### config.mk
export PLATFORM = sky130hd
export DESIGN_NAME = ecc_err_log
export DESIGN_NICKNAME = d
export VERILOG_FILES = /design/src/rtl/ecc_log_pkg.sv /design/src/rtl/ecc_log_status.sv /design/src/rtl/ecc_log_capture.sv /design/src/rtl/ecc_log_regs.sv /design/src/rtl/ecc_err_log.sv
export SDC_FILE = /design/constraint.sdc
export NUM_CORES = 1
export LEC_CHECK = 0
export BUFFER_PORTS_ARGS = -buffer_cell sky130_fd_sc_hd__buf_4
export CORE_ASPECT_RATIO = 0.9
export CORE_MARGIN = 1.5
export CORE_UTILIZATION = 48
export CTS_CLUSTER_SIZE = 25
export DETAILED_ROUTE_END_ITERATION = 16
export PLACE_DENSITY = 0.87
export SLEW_MARGIN = 10
export SYNTH_ARGS = -nofsm -noshare
export SYNTH_HDL_FRONTEND = slang
export SYNTH_SLANG_ARGS = --single-unit
### constraint.sdc
create_clock -name clk -period 3 [get_ports clk]
set_clock_uncertainty 0.1 [all_clocks]
set_input_delay 0.9 -clock clk [delete_from_list [all_inputs] [get_ports clk]]
set_output_delay 0.9 -clock clk [all_outputs]
set_load 0.1 [all_outputs]
### src/rtl/ecc_log_pkg.sv
package ecc_log_pkg;

    typedef enum logic [2:0] {
        SEL_STATUS = 3'd0,
        SEL_CMD    = 3'd1,
        SEL_PTR    = 3'd2,
        SEL_XPTR   = 3'd3,
        SEL_SYN    = 3'd4
    } reg_sel_e;

    localparam int FLAG_W = 16;

    localparam int BIT_CE    = 0;
    localparam int BIT_UE    = 1;
    localparam int BIT_RFTO  = 8;
    localparam int BIT_LOCK  = 9;
    localparam int BIT_THERM = 11;

    localparam logic [FLAG_W-1:0] EVT_MASK =
        FLAG_W'((1 << BIT_CE) | (1 << BIT_UE) | (1 << BIT_RFTO) |
                (1 << BIT_LOCK) | (1 << BIT_THERM));

endpackage

### src/rtl/ecc_log_status.sv
module ecc_log_status
    import ecc_log_pkg::*;
(
    input  logic              clk,
    input  logic              rst_n,
    input  logic [FLAG_W-1:0] evt_set,
    input  logic [FLAG_W-1:0] clr_mask,
    input  logic [FLAG_W-1:0] cmd,
    output logic [FLAG_W-1:0] status,
    output logic              serr
);

    typedef struct packed {
        logic [FLAG_W-1:0] sts;
        logic              serr;
    } st_t;

    st_t st_d, st_q;
    logic [FLAG_W-1:0] rise;

    always_comb begin
        st_d     = st_q;
        // a new event overrides a clear of the same bit
        st_d.sts = ((st_q.sts & ~clr_mask) | evt_set) & EVT_MASK;
        rise     = evt_set & ~st_q.sts & EVT_MASK;
        st_d.serr = |(rise & cmd);
    end

    always_ff @(posedge clk) begin
        if (!rst_n) begin
            st_q <= '0;
        end else begin
            st_q <= st_d;
        end
    end

    assign status = st_q.sts;
    assign serr   = st_q.serr;

endmodule

### src/rtl/ecc_log_capture.sv
module ecc_log_capture #(
    parameter int PADDR_W   = 33,
    parameter int GRAIN_LSB = 7,
    parameter int SYN_W     = 8,
    parameter int PTR_W     = 32,
    localparam int LINE_W   = PADDR_W - GRAIN_LSB,
    localparam int LOW_W    = PTR_W - GRAIN_LSB,
    localparam int XADDR_W  = PADDR_W - PTR_W
) (
    input  logic               clk,
    input  logic               rst_n,
    input  logic               ce_valid,
    input  logic               ue_valid,
    input  logic [LINE_W-1:0]  err_line,
    input  logic               err_chan,
    input  logic [SYN_W-1:0]   err_syn,
    input  logic               ce_held,
    input  logic               ue_held,
    output logic [PTR_W-1:0]   ptr,
    output logic [XADDR_W-1:0] xaddr,
    output logic [SYN_W-1:0]   syn
);

    typedef struct packed {
        logic [PTR_W-1:0]   ptr;
        logic [XADDR_W-1:0] xaddr;
        logic [SYN_W-1:0]   syn;
    } cap_t;

    cap_t cap_d, cap_q;
    logic take_ue, take_ce, take;

    always_comb begin
        take_ue = ue_valid & ~ue_held;
        take_ce = ce_valid & ~ue_valid & ~ce_held & ~ue_held;
        take    = take_ue | take_ce;
        cap_d   = cap_q;
        if (take) begin
            cap_d.ptr   = {err_line[LOW_W-1:0], {(GRAIN_LSB-1){1'b0}}, err_chan};
            cap_d.xaddr = err_line[LINE_W-1:LOW_W];
            cap_d.syn   = err_syn;
        end
    end

    always_ff @(posedge clk) begin
        if (!rst_n) begin
            cap_q <= '0;
        end else begin
            cap_q <= cap_d;
        end
    end

    assign ptr   = cap_q.ptr;
    assign xaddr = cap_q.xaddr;
    assign syn   = cap_q.syn;

endmodule

### src/rtl/ecc_log_regs.sv
module ecc_log_regs
    import ecc_log_pkg::*;
#(
    parameter int PTR_W   = 32,
    parameter int XADDR_W = 1,
    parameter int XREG_W  = 8,
    parameter int SYN_W   = 8
) (
    input  logic               clk,
    input  logic               rst_n,
    input  reg_sel_e           reg_sel,
    input  logic               reg_wr,
    input  logic [FLAG_W-1:0]  reg_wdata,
    input  logic [FLAG_W-1:0]  status,
    input  logic [PTR_W-1:0]   ptr,
    input  logic [XADDR_W-1:0] xaddr,
    input  logic [SYN_W-1:0]   syn,
    output logic [PTR_W-1:0]   reg_rdata,
    output logic [FLAG_W-1:0]  cmd,
    output logic [FLAG_W-1:0]  clr_mask
);

    typedef struct packed {
        logic [FLAG_W-1:0] cmd;
    } rg_t;

    rg_t rg_d, rg_q;
    logic [XREG_W-1:0] xreg;

    generate
        if (XREG_W > XADDR_W) begin : g_xpad
            assign xreg = {{(XREG_W-XADDR_W){1'b0}}, xaddr};
        end else begin : g_xfull
            assign xreg = xaddr[XREG_W-1:0];
        end
    endgenerate

    always_comb begin
        rg_d = rg_q;
        if (reg_wr && reg_sel == SEL_CMD) begin
            rg_d.cmd = reg_wdata & EVT_MASK;
        end
        clr_mask = (reg_wr && reg_sel == SEL_STATUS) ? reg_wdata : '0;
        unique case (reg_sel)
            SEL_STATUS: reg_rdata = {{(PTR_W-FLAG_W){1'b0}}, status};
            SEL_CMD:    reg_rdata = {{(PTR_W-FLAG_W){1'b0}}, rg_q.cmd};
            SEL_PTR:    reg_rdata = ptr;
            SEL_XPTR:   reg_rdata = {{(PTR_W-XREG_W){1'b0}}, xreg};
            SEL_SYN:    reg_rdata = {{(PTR_W-SYN_W){1'b0}}, syn};
            default:    reg_rdata = '0;
        endcase
    end

    always_ff @(posedge clk) begin
        if (!rst_n) begin
            rg_q <= '0;
        end else begin
            rg_q <= rg_d;
        end
    end

    assign cmd = rg_q.cmd;

endmodule

### src/rtl/ecc_err_log.sv
module ecc_err_log
    import ecc_log_pkg::*;
#(
    parameter int PADDR_W   = 33,
    parameter int GRAIN_LSB = 7,
    parameter int SYN_W     = 8,
    parameter int PTR_W     = 32,
    parameter int XREG_W    = 8,
    localparam int LINE_W   = PADDR_W - GRAIN_LSB,
    localparam int XADDR_W  = PADDR_W - PTR_W
) (
    input  logic              clk,
    input  logic              rst_n,
    input  logic              ce_valid,
    input  logic              ue_valid,
    input  logic [LINE_W-1:0] err_line,
    input  logic              err_chan,
    input  logic [SYN_W-1:0]  err_syn,
    input  logic              refresh_to,
    input  logic              lock_nondram,
    input  logic              thermal,
    input  logic [2:0]        reg_addr,
    input  logic              reg_wr,
    input  logic [FLAG_W-1:0] reg_wdata,
    output logic [PTR_W-1:0]  reg_rdata,
    output logic              serr
);

    logic [FLAG_W-1:0]  evt_set;
    logic [FLAG_W-1:0]  status_q;
    logic [FLAG_W-1:0]  cmd_q;
    logic [FLAG_W-1:0]  clr_mask;
    logic [FLAG_W-1:0]  kept;
    logic [PTR_W-1:0]   ptr_q;
    logic [XADDR_W-1:0] xaddr_q;
    logic [SYN_W-1:0]   syn_q;

    always_comb begin
        evt_set            = '0;
        evt_set[BIT_CE]    = ce_valid;
        evt_set[BIT_UE]    = ue_valid;
        evt_set[BIT_RFTO]  = refresh_to;
        evt_set[BIT_LOCK]  = lock_nondram;
        evt_set[BIT_THERM] = thermal;
        kept               = status_q & ~clr_mask;
    end

    ecc_log_status u_status (
        .clk      (clk),
        .rst_n    (rst_n),
        .evt_set  (evt_set),
        .clr_mask (clr_mask),
        .cmd      (cmd_q),
        .status   (status_q),
        .serr     (serr)
    );

    ecc_log_capture #(
        .PADDR_W   (PADDR_W),
        .GRAIN_LSB (GRAIN_LSB),
        .SYN_W     (SYN_W),
        .PTR_W     (PTR_W)
    ) u_capture (
        .clk      (clk),
        .rst_n    (rst_n),
        .ce_valid (ce_valid),
        .ue_valid (ue_valid),
        .err_line (err_line),
        .err_chan (err_chan),
        .err_syn  (err_syn),
        .ce_held  (kept[BIT_CE]),
        .ue_held  (kept[BIT_UE]),
        .ptr      (ptr_q),
        .xaddr    (xaddr_q),
        .syn      (syn_q)
    );

    ecc_log_regs #(
        .PTR_W   (PTR_W),
        .XADDR_W (XADDR_W),
        .XREG_W  (XREG_W),
        .SYN_W   (SYN_W)
    ) u_regs (
        .clk       (clk),
        .rst_n     (rst_n),
        .reg_sel   (reg_sel_e'(reg_addr)),
        .reg_wr    (reg_wr),
        .reg_wdata (reg_wdata),
        .status    (status_q),
        .ptr       (ptr_q),
        .xaddr     (xaddr_q),
        .syn       (syn_q),
        .reg_rdata (reg_rdata),
        .cmd       (cmd_q),
        .clr_mask  (clr_mask)
    );

endmodule

==> impl_metrics.env <==
export IMPL_yosys_warnings=0
export IMPL_irDropWorstVdd_mv=0.313
export IMPL_die_w_um=75.5
export IMPL_wl_per_cell_um=12.4
export IMPL_slew_headroom_pct=51.7
export IMPL_top_layer="met4"
export IMPL_required_ps=2000
export IMPL_syn_instance_count=256
export IMPL_via_per_inst=4.88
export IMPL_ys_types=23
export IMPL_slew_viol_final=0
export IMPL_core_area_um2=4490
export IMPL_vias=1951
export IMPL_clockBufferDepth=2
export IMPL_drt_wl_total_um=4950
export IMPL_hpwl_um=3640
export IMPL_gp_congestion=0.814
export IMPL_boundaryPins=95
export IMPL_cap_violations=0
export IMPL_fin_area_um2=3130
export IMPL_antenna_found_initial=0
export IMPL_dr_wl_met2_um=2370
export IMPL_ys_ff_latch=46
export IMPL_rsz0062_at_grt="no"
export IMPL_avgSynthCellArea_um2=8.88
export IMPL_critPathLaunchType="input port"
export IMPL_grt_pass1_wl_um=7670
export IMPL_multi_input_area_um2=1310
export IMPL_met1_length_um=2200
export IMPL_port_buffers=83
export IMPL_grt_usage_pct=19.6
export IMPL_endpoint_kind="output port"
export IMPL_holdWs_ps=359
export IMPL_cts_clk_slew_worst_paths_ps=80
export IMPL_leakagePower_nw=1.46
export IMPL_p_per_area_nw_per_um2=437
export IMPL_fin_crit_ps=2940
export IMPL_synth_yosys_seq_area_share_pct=40.5
export IMPL_area_growth_pct=37.7
export IMPL_hold_path_class="reg2reg"
export IMPL_drive_above_1_share_pct=40.8
export IMPL_post_dp_cell_area_um2=3030
export IMPL_rows=23
export IMPL_root_buffer="clkbuf_8"
export IMPL_critPathMaxFanout=21
export IMPL_grt_max_degree=82
export IMPL_dieArea_um2=5160
export IMPL_num_fill_cells=371
export IMPL_arrival_ps=1940
export IMPL_hold_depth=2
export IMPL_synth_nets=318
export IMPL_final_seq_area_um2=921
export IMPL_clock_sinks=46
export IMPL_insertion_delay_ps=290
export IMPL_dr_pass1_iters=4
export IMPL_wl_met3_um=291
export IMPL_hold_violations=0
export IMPL_antenna_cells=0
export IMPL_fp_dieH_um=68.3
export IMPL_ant_nets=0
export IMPL_reg2reg_depth=5
export IMPL_cts_tree="done"
export IMPL_netlist_area_um2=2270
export IMPL_outcome="complete, no violations"
export IMPL_path_class="in2out"
export IMPL_timing_fmax_mhz=340
export IMPL_ctsHtreeMaxLevel=2
export IMPL_overflow=0
export IMPL_cts_setup_buffers=0
export IMPL_drc=0
export IMPL_cts_made_buffers=5
export IMPL_drt_iter0_drc=93
export IMPL_setup_violations=0
export IMPL_fin_crit_sh_pct=98.0
export IMPL_final_nets=399
export IMPL_grt_pass1_vias=1778
export IMPL_worst_pin_slew_ps=725
export IMPL_start_util_pct=50.6
## logic make-up (layout without fill, tap and decap cells)
family                 after synthesis  in the layout  synth area share [%]
AOI/OAI and AO/OA                   19             19                  5.62
muxes                               45             45                  20.4
and+or+nand+nor                    125            125                  27.8
buffers and inverters               21            103                  5.67
DFF                                 46             46                  40.5
## cells in the final DEF (no fill, tap or decap), types with 2 or more instances in the layout
| cell | instances |
|---|---|
| and2_4 | 25 |
| buf_4 | 88 |
| a31oi_1 | 2 |
| dfxtp_1 | 46 |
| buf_12 | 2 |
| a21oi_1 | 7 |
| nor4b_4 | 2 |
| nor2_2 | 4 |
| nand2_1 | 74 |
| nand3b_1 | 3 |
| inv_1 | 4 |
| clkbuf_8 | 6 |
| o21a_1 | 3 |
| nor2b_1 | 9 |
| nor2_1 | 4 |
| mux2i_1 | 43 |
## flip-flops by register name, indices dropped and copies added, names as in the netlist
signal,cells
u_regs.cmd,5
u_status.status,5
u_capture.syn,8
u_capture.xaddr,1
u_capture.ptr,26
u_status.serr,1
## worst paths after layout
kind	start	to	slack (ps)
min reg2reg	u_capture.ptr[14]$_SDFFE_PN0P_	u_capture.ptr[14]$_SDFFE_PN0P_	360
max	reg_addr[1]	reg_rdata[18]	60
max reg2reg	u_status.status[0]$_SDFF_PN0_	u_capture.ptr[28]$_SDFFE_PN0P_	1430
min	u_capture.ptr[14]$_SDFFE_PN0P_	u_capture.ptr[14]$_SDFFE_PN0P_	360
## layout make-up
cell class | instances | area share, %
Inverter | 4 | 0.480
Sequential cell | 46 | 29.4
Timing Repair Buffer | 91 | 22.8
Clock buffer | 7 | 2.76
Multi-Input combinational cell | 189 | 41.9
Clock inverter | 1 | 0.160
Tap cell | 62 | 2.48
## metrics by stage
step,setup TNS (ps),power (mW),worst slack (ps),instances,util [%]
6_report,0,1.37,59.1,400,69.7
5_1_grt,0,1.44,22.0,400,69.7
2_1_floorplan,-2120,0.909,-261,256,-
3_3_place_gp,0,0.992,79.1,392,67.5
4_1_cts,0,1.38,33.7,400,69.5
3_5_place_dp,0,1.00,42.4,392,67.5
## Yosys cell counts, drive strengths merged
master | n | area (µm²)
inv | 4 | 15.0
nor3b | 2 | 15.0
dfxtp | 46 | 921
mux4 | 1 | 22.5
nand2 | 74 | 278
nor2b | 9 | 56.3
nand3b | 3 | 22.5
mux2i | 44 | 440
nor2 | 9 | 50.1
nor4b | 2 | 47.6
a21boi | 2 | 18.8
o21ai | 2 | 10.0
and2 | 26 | 163
clkbuf | 13 | 48.8
buf | 4 | 65.1
a31oi | 2 | 12.5
o21a | 3 | 22.5
a21oi | 8 | 40.0
a32oi | 1 | 8.76
a311oi | 1 | 15.0
## critical path: stages
cell and delay [ps]:
buf_4 140, nor3b_2 260, buf_12 190, and2_4 150
buf_4 280
## metal layers
metal | GRT usage [%] | vias to the layer above
met5 | 0 | -
met4 | 8.04 | 0
met3 | 3.39 | 7
met2 | 33.6 | 64
met1 | 24.3 | 879
li1 | - | 1001
## report_power, final
part / switching (mW) / internal (mW)
clock network: 0.195 / 0.186
logic: 0.175 / 0.133
registers: 0.0232 / 0.655
## repair_timing
item	CTS	global route
hold buffers	0	0
endpoints found under the setup margin	0	2
gates resized for setup	0	2
Note: power is estimated with default switching activity, not from simulation.
